===== src/rtl/lpu_pkg.sv =====
package lpu_pkg;

    typedef enum logic [1:0] {
        W_IDLE,
        W_PROBE,
        W_SEND,
        W_FINISH
    } walk_state_t;

    localparam logic [1:0] CS_INV = 2'b00;
    localparam logic [1:0] CS_SHR = 2'b01;
    localparam logic [1:0] CS_EXC = 2'b10;
    localparam logic [1:0] CS_MOD = 2'b11;

    // Only a line this core owns outright may be pushed away.
    function automatic logic line_owned(input logic [1:0] cs);
        return (cs == CS_EXC) || (cs == CS_MOD);
    endfunction

endpackage


===== src/rtl/lpu_addr_ring.sv =====
module lpu_addr_ring #(
    parameter  int LINE_W = 48,
    parameter  int DEPTH  = 16,
    localparam int IDX_W  = $clog2(DEPTH),
    localparam int CNT_W  = $clog2(DEPTH + 1)
) (
    input  logic              clk,
    input  logic              rst_n,
    input  logic              ins_en,
    input  logic [LINE_W-1:0] ins_line,
    input  logic              clr,
    input  logic [IDX_W-1:0]  rd_idx,
    output logic [LINE_W-1:0] rd_line,
    output logic [IDX_W-1:0]  oldest_idx,
    output logic [CNT_W-1:0]  count
);

    logic [LINE_W-1:0] slot [DEPTH];
    logic [DEPTH-1:0]  live;
    logic [DEPTH-1:0]  match;
    logic [IDX_W-1:0]  wr_ptr;
    logic [IDX_W-1:0]  wr_ptr_nx;
    logic [CNT_W-1:0]  fill;
    logic              full;
    logic              take;

    // Parallel compare of the incoming line against every live slot.
    generate
        for (genvar g = 0; g < DEPTH; g++) begin : g_cmp
            assign match[g] = live[g] && (slot[g] == ins_line);
        end
    endgenerate

    assign full      = (fill == CNT_W'(DEPTH));
    assign take      = ins_en && (match == '0) && !clr;
    assign wr_ptr_nx = (wr_ptr == IDX_W'(DEPTH - 1)) ? '0 : wr_ptr + 1'b1;

    always_ff @(posedge clk or negedge rst_n) begin
        if (!rst_n) begin
            live   <= '0;
            wr_ptr <= '0;
            fill   <= '0;
        end else if (clr) begin
            live   <= '0;
            wr_ptr <= '0;
            fill   <= '0;
        end else if (take) begin
            live[wr_ptr] <= 1'b1;
            wr_ptr       <= wr_ptr_nx;
            if (!full) begin
                fill <= fill + 1'b1;
            end
        end
    end

    // Address storage needs no reset; the live bits qualify it.
    always_ff @(posedge clk) begin
        if (take) begin
            slot[wr_ptr] <= ins_line;
        end
    end

    always_comb begin
        int unsigned base;
        base = int'(wr_ptr) + DEPTH - int'(fill);
        if (base >= DEPTH) begin
            base = base - DEPTH;
        end
        oldest_idx = IDX_W'(base);
    end

    assign rd_line = slot[rd_idx];
    assign count   = fill;

endmodule


===== src/rtl/lpu_walk_fsm.sv =====
module lpu_walk_fsm
    import lpu_pkg::*;
#(
    parameter  int LINE_W = 48,
    parameter  int DEPTH  = 16,
    parameter  int CORE_W = 4,
    localparam int IDX_W  = $clog2(DEPTH),
    localparam int CNT_W  = $clog2(DEPTH + 1)
) (
    input  logic              clk,
    input  logic              rst_n,
    input  logic              cmd_valid,
    input  logic [CORE_W-1:0] cmd_dest,
    input  logic [CNT_W-1:0]  count,
    input  logic [IDX_W-1:0]  oldest_idx,
    input  logic [LINE_W-1:0] rd_line,
    output logic [IDX_W-1:0]  rd_idx,
    input  logic              lk_ack,
    input  logic [1:0]        lk_state,
    input  logic              xf_ready,
    output logic              busy,
    output logic              lk_req,
    output logic [LINE_W-1:0] lk_addr,
    output logic              xf_valid,
    output logic [LINE_W-1:0] xf_addr,
    output logic [CORE_W-1:0] xf_dest,
    output logic              done,
    output logic              clr
);

    walk_state_t       st;
    walk_state_t       st_nx;
    logic [IDX_W-1:0]  idx;
    logic [CNT_W-1:0]  left;
    logic [CORE_W-1:0] dest_q;
    logic [LINE_W-1:0] push_q;
    logic              last;
    logic              owned;

    assign last  = (left == CNT_W'(1));
    assign owned = line_owned(lk_state);

    // State register.
    always_ff @(posedge clk or negedge rst_n) begin
        if (!rst_n) begin
            st <= W_IDLE;
        end else begin
            st <= st_nx;
        end
    end

    // Transitions.
    always_comb begin
        st_nx = st;
        unique case (st)
            W_IDLE: begin
                if (cmd_valid) begin
                    st_nx = (count == '0) ? W_FINISH : W_PROBE;
                end
            end
            W_PROBE: begin
                if (lk_ack) begin
                    if (owned) begin
                        st_nx = W_SEND;
                    end else if (last) begin
                        st_nx = W_FINISH;
                    end
                end
            end
            W_SEND: begin
                if (xf_ready) begin
                    st_nx = last ? W_FINISH : W_PROBE;
                end
            end
            W_FINISH: st_nx = W_IDLE;
            default:  st_nx = W_IDLE;
        endcase
    end

    // Walk bookkeeping: position, remaining entries, latched target.
    always_ff @(posedge clk or negedge rst_n) begin
        if (!rst_n) begin
            idx    <= '0;
            left   <= '0;
            dest_q <= '0;
            push_q <= '0;
        end else begin
            unique case (st)
                W_IDLE: begin
                    if (cmd_valid) begin
                        idx    <= oldest_idx;
                        left   <= count;
                        dest_q <= cmd_dest;
                    end
                end
                W_PROBE: begin
                    if (lk_ack) begin
                        if (owned) begin
                            push_q <= rd_line;
                        end else begin
                            idx  <= (idx == IDX_W'(DEPTH - 1)) ? '0 : idx + 1'b1;
                            left <= left - 1'b1;
                        end
                    end
                end
                W_SEND: begin
                    if (xf_ready) begin
                        idx  <= (idx == IDX_W'(DEPTH - 1)) ? '0 : idx + 1'b1;
                        left <= left - 1'b1;
                    end
                end
                W_FINISH: left <= '0;
                default:  left <= '0;
            endcase
        end
    end

    // Outputs decoded from the state register.
    always_comb begin
        busy     = 1'b0;
        lk_req   = 1'b0;
        xf_valid = 1'b0;
        done     = 1'b0;
        clr      = 1'b0;
        unique case (st)
            W_IDLE:   busy = 1'b0;
            W_PROBE: begin
                busy   = 1'b1;
                lk_req = 1'b1;
            end
            W_SEND: begin
                busy     = 1'b1;
                xf_valid = 1'b1;
            end
            W_FINISH: begin
                busy = 1'b1;
                done = 1'b1;
                clr  = 1'b1;
            end
            default:  busy = 1'b0;
        endcase
    end

    assign rd_idx  = idx;
    assign lk_addr = rd_line;
    assign xf_addr = push_q;
    assign xf_dest = dest_q;

endmodule


===== src/rtl/line_push_unit.sv =====
module line_push_unit #(
    parameter  int PA_W   = 54,
    parameter  int OFF_W  = 6,
    parameter  int DEPTH  = 16,
    parameter  int CORE_W = 4,
    localparam int LINE_W = PA_W - OFF_W,
    localparam int IDX_W  = $clog2(DEPTH),
    localparam int CNT_W  = $clog2(DEPTH + 1)
) (
    input  logic              clk,
    input  logic              rst_n,
    input  logic              ret_valid,
    input  logic              ret_gen,
    input  logic [PA_W-1:0]   ret_paddr,
    output logic              ret_stall,
    input  logic              mcmd_valid,
    input  logic [CORE_W-1:0] mcmd_dest,
    output logic              lk_req,
    output logic [LINE_W-1:0] lk_addr,
    input  logic              lk_ack,
    input  logic [1:0]        lk_state,
    output logic              xf_valid,
    output logic [LINE_W-1:0] xf_addr,
    output logic [CORE_W-1:0] xf_dest,
    input  logic              xf_ready,
    output logic              mar_done,
    output logic [CNT_W-1:0]  occupancy
);

    logic              busy;
    logic              clr;
    logic              ins_en;
    logic [IDX_W-1:0]  rd_idx;
    logic [IDX_W-1:0]  oldest_idx;
    logic [LINE_W-1:0] rd_line;

    // A command in the same cycle also freezes the ring, so the walk
    // sees exactly the contents present when it was requested.
    assign ret_stall = busy || mcmd_valid;
    assign ins_en    = ret_valid && ret_gen && !ret_stall;

    lpu_addr_ring #(
        .LINE_W (LINE_W),
        .DEPTH  (DEPTH)
    ) u_ring (
        .clk        (clk),
        .rst_n      (rst_n),
        .ins_en     (ins_en),
        .ins_line   (ret_paddr[PA_W-1:OFF_W]),
        .clr        (clr),
        .rd_idx     (rd_idx),
        .rd_line    (rd_line),
        .oldest_idx (oldest_idx),
        .count      (occupancy)
    );

    lpu_walk_fsm #(
        .LINE_W (LINE_W),
        .DEPTH  (DEPTH),
        .CORE_W (CORE_W)
    ) u_walk (
        .clk        (clk),
        .rst_n      (rst_n),
        .cmd_valid  (mcmd_valid),
        .cmd_dest   (mcmd_dest),
        .count      (occupancy),
        .oldest_idx (oldest_idx),
        .rd_line    (rd_line),
        .rd_idx     (rd_idx),
        .lk_ack     (lk_ack),
        .lk_state   (lk_state),
        .xf_ready   (xf_ready),
        .busy       (busy),
        .lk_req     (lk_req),
        .lk_addr    (lk_addr),
        .xf_valid   (xf_valid),
        .xf_addr    (xf_addr),
        .xf_dest    (xf_dest),
        .done       (mar_done),
        .clr        (clr)
    );

endmodule


===== config.mk =====
export PLATFORM = sky130hd
export DESIGN_NAME = line_push_unit
export DESIGN_NICKNAME = d
export VERILOG_FILES = /design/src/rtl/lpu_pkg.sv /design/src/rtl/lpu_addr_ring.sv /design/src/rtl/lpu_walk_fsm.sv /design/src/rtl/line_push_unit.sv
export SDC_FILE = /design/constraint.sdc
export NUM_CORES = 2
export LEC_CHECK = 0
export BUFFER_PORTS_ARGS = -buffer_cell sky130_fd_sc_hd__buf_2
export CAP_MARGIN = 30
export CELL_PAD_IN_SITES_DETAIL_PLACEMENT = 1
export CELL_PAD_IN_SITES_GLOBAL_PLACEMENT = 1
export CORE_MARGIN = 4
export CORE_UTILIZATION = 35
export CTS_CLUSTER_SIZE = 40
export DETAILED_ROUTE_END_ITERATION = 16
export PLACE_DENSITY_LB_ADDON = 0.1
export SKIP_LAST_GASP = 1
export SYNTH_ARGS = -nofsm -noshare
export SYNTH_HDL_FRONTEND = slang
export SYNTH_HIERARCHICAL = 1
export SYNTH_SLANG_ARGS = --single-unit

===== constraint.sdc =====
create_clock -name clk -period 6.2 [get_ports clk]
set_input_delay 0.62 -clock clk [delete_from_list [all_inputs] [get_ports clk]]
set_output_delay 0.62 -clock clk [all_outputs]
set_load 0.02 [all_outputs]

==> impl_summary.txt <==
----------------------------------------------------
[Outcome]
  Status ... finished clean

[CTS]
  Clock-pin slew on the worst setup and hold paths ... 0.06 ns
  Post-CTS Setup Inserts ... 0
  Clock tree from TritonCTS ... built
  H-tree levels ... 3
  Root buffer cell ... clkbuf_16
  Number of buffers added to fix hold violations after cts ... 1
  Source-to-sink clock delay at the later pin of the worst-skew pair ... 0.70 ns
  Number of clock sinks ... 856
  Buffer levels on the longest clock path ... 3
  Number of CTS-inserted buffers ... 102
  Post_cts resized ... 0

[Pwr]
  Power per cell area ... 402 nW/um^2
  Lkg Pwr ... 16.4 nW
  IR Drop Worst-Case VDD ... 0.000445 V

[Worst setup path]
  CP Capture Point ... u_ring/slot[3][11]
  Crit path launch type ... input port
  Reg2reg setup slack ... 1.76 ns
  Category of the critical setup timing path ... input port to flip-flop
  Critical Path RT ... 6.58 ns
  R2R Path Start ... u_ring/slot[15][36]
  Worst setup startpoint ... ret_paddr[42]
  Critical path capture point type ... flip-flop
  Terminus of the critical flop-to-flop path ... u_ring/slot[3][11]
  Critical Path AT ... 4.94 ns
  Maximum net fanout on the critical path ... 32
  R2R cell count ... 9

[Global routing]
  Met1 routing resource usage after global routing ... 0.457
  Overflow left after global routing ... 0
  Gr usage total ... 0.339
  Wire length of the first global-routing pass ... 280000 um
  Maximum number of pins on one net before global-route repair ... 65
  M3 GR Usage ... 0.0580
  Number of global-route vias before repair ... 27300
  Antenna violations before repair ... 33
  Most crowded layer after global routing ... met2
  Fraction of met2 tracks used by global routing ... 0.539

[Drt]
  Per-cell via count in the routed design ... 6.06
  Final routed DRC violation total ... 0
  Routed via count ... 27800
  Final wirelength ... 218000 um
  DRT iter0 DRCs ... 3867
  Initial DRT Pass Iterations ... 7
  Routed Antenna Nets ... 0
  Final routed wire length divided by cell count ... 47.6 um

[STA]
  Summed negative setup slack over all endpoints ... 0 ns
  Crit path time final ... 4.56 ns
  Number of failing hold endpoints at the final stage ... 0
  Largest clock skew in the final design ... 0.0217 ns
  Slew of the pin with the lowest slew margin ... 1.15 ns
  Final period utilization ... 0.736
  FMAX ... 0.219 GHz
  Max_slew headroom ... 0.227
  Max-slew violations ... 0
  RSZ-0062 raised after global routing ... no
  Final count of negative-setup-slack endpoints ... 0

[Final layout]
  Commonest cells after routing, fill and taps aside ... edfxtp_1, xnor2_1, xor2_1, mux4_2, buf_2
  Share of final-layout standard cells stronger than drive strength 1 ... 0.267
  Area Growth Syn to Fin ... 15.7%
  Fill cells ... 11900
  # nets final ... 2959
  Leading cell type in the layout, fill and taps excluded ... edfxtp_1
  Non-filler instance count after layout ... 4583

[Placed design]
  Input/output buffers ... 168
  Post-placement cell count ... 4375
  Gp weighted congestion ... 1.00
  Detailed Place HPWL ... 171000 um

[Synthesis]
  Area of the mapped netlist ... 42700 um^2
  Synth area leader ... edfxtp_1
  Netlist cell types ... 69
  Sequential element share of the synthesized area ... 0.592
  Post-synthesis instance total ... 2648
  Number of synthesized flops with an enable pin ... 768
  Average size of a mapped cell ... 16.1 um^2
  Async S/R FF share, synth ... 0.103
  Syn. warnings ... 6
  Cell types occupying the most area after synthesis ... edfxtp_1, mux4_2, xnor2_1
  Primary FF master, synth ... edfxtp_1
  Synth Register Bits ... 856
  Synth Net Count ... 2733
  Area share of the largest cell type after synthesis ... 0.540

[Floorplan]
  IO Count ... 176
  Area of the core ... 120000 um^2
  DIE AREA ... 128000 um^2
  Overall die height ... 357 um
  Die W ... 357 um
  Starting density of the core ... 0.354
  Number of rows created at floorplan ... 127

[Min path]
  Launch point of the worst hold path ... mcmd_dest[0]
  Worst min-delay path category ... input port to flip-flop

[Run]
  Max-Cap Viols ... 0

----------------------------------------------------
## registers in the layout, summed over array words and instances, names as in the netlist
name            cells
u_ring/slot       768
u_walk/xf_addr     48
u_ring/live        16
u_ring/count        5
u_walk/left         5
u_ring/wr_ptr       4
u_walk/rd_idx       4
u_walk/xf_dest      4
u_walk/st           2
## Yosys cell counts (8+ instances only)
cell,n
edfxtp_1,768
a32o_1,13
xor2_1,341
buf_1,14
mux2_2,33
mux2_1,22
nand2b_1,39
ha_1,17
mux4_2,240
nand2_1,12
inv_1,64
nor3_1,13
clkbuf_1,47
nor2b_1,11
o22ai_1,13
o221ai_1,8
a22o_1,14
and3_1,13
a21oi_1,22
nand4_1,101
dfrtp_1,88
xnor2_1,345
buf_4,112
buf_2,9
o2111ai_1,13
buf_6,27
nand3_1,24
o21ai_0,12
nor4_1,112
nor2_1,16
## worst max-delay path, cell delays in order
cell,delay [ns]
buf_2,0.62
xor2_1,0.70
nor4_1,0.16
nand3_1,0.17
or4_1,0.26
o211ai_1,0.28
or4_4,0.62
nor3_2,0.64
and2_4,0.53
buf_12,0.26
## metal layers
layer  wire [um]  part of all wire  vias up
li1            -                 -    10700
met4       11900             0.054       10
met5          64           0.00029        -
met1       88900              0.41    15300
met3       15800             0.072      284
met2      102000              0.47     1415
## worst min path at each step
stage / to / slack, ns / cells past startpoint
floorplan: u_ring/count[0] / 0.32 / 0
global placement: u_walk/xf_addr[10] / 0.47 / 1
detailed placement: u_walk/xf_addr[9] / 0.48 / 1
CTS: u_walk/xf_dest[1] / 0.12 / 2
global route: u_walk/xf_dest[0] / 0.14 / 2
finish: u_walk/xf_dest[0] / 0.17 / 2
## stage by stage
| stage | total power, mW | hold slack (ns) | cell area, um^2 | utilization | worst slack [ns] |
|---|---|---|---|---|---|
| 2_1_floorplan | 11.3 | 0.324 | 42700 | - | 2.24 |
| 3_3_place_gp | 13.9 | 0.468 | 45900 | 0.381 | 1.09 |
| 3_5_place_dp | 13.9 | 0.477 | 46000 | 0.382 | 0.993 |
| 4_1_cts | 20.0 | 0.125 | 49200 | 0.409 | 1.67 |
| 5_1_grt | 20.4 | 0.142 | 49300 | 0.410 | 1.62 |
| 6_report | 19.9 | 0.169 | 49400 | 0.410 | 1.64 |
## report_power, final
group	total (mW)	switching (mW)	leakage (nW)	internal [mW]
Combinational	6.89	4.27	6.78	2.62
Clock	6.02	2.54	1.62	3.48
Sequential	6.94	0.379	8.00	6.57
## cell families after synthesis
kind of cell / after synthesis / share of synthesized area
DFF: 856 / 0.592
xor gates and xnor gates: 686 / 0.141
and+or+nand+nor: 371 / 0.0537
muxes: 299 / 0.142
buffers and inverters: 276 / 0.0394
AOI/OAI and AO/OA: 142 / 0.0263
adders and majority gates: 18 / 0.00545
## final cells by class
cell class	instances	area [um^2]	area share
multi-input cells	1516	15800	0.320
repair buffers	332	2710	0.0550
diodes	9	22.5	0.000456
well taps	1612	2020	0.0409
clock buffers	132	2740	0.0554
clock inverters	60	529	0.0107
flip-flops and latches	856	25300	0.512
inverters	66	248	0.00502
No activity file was read; power rests on OpenSTA's default activity.
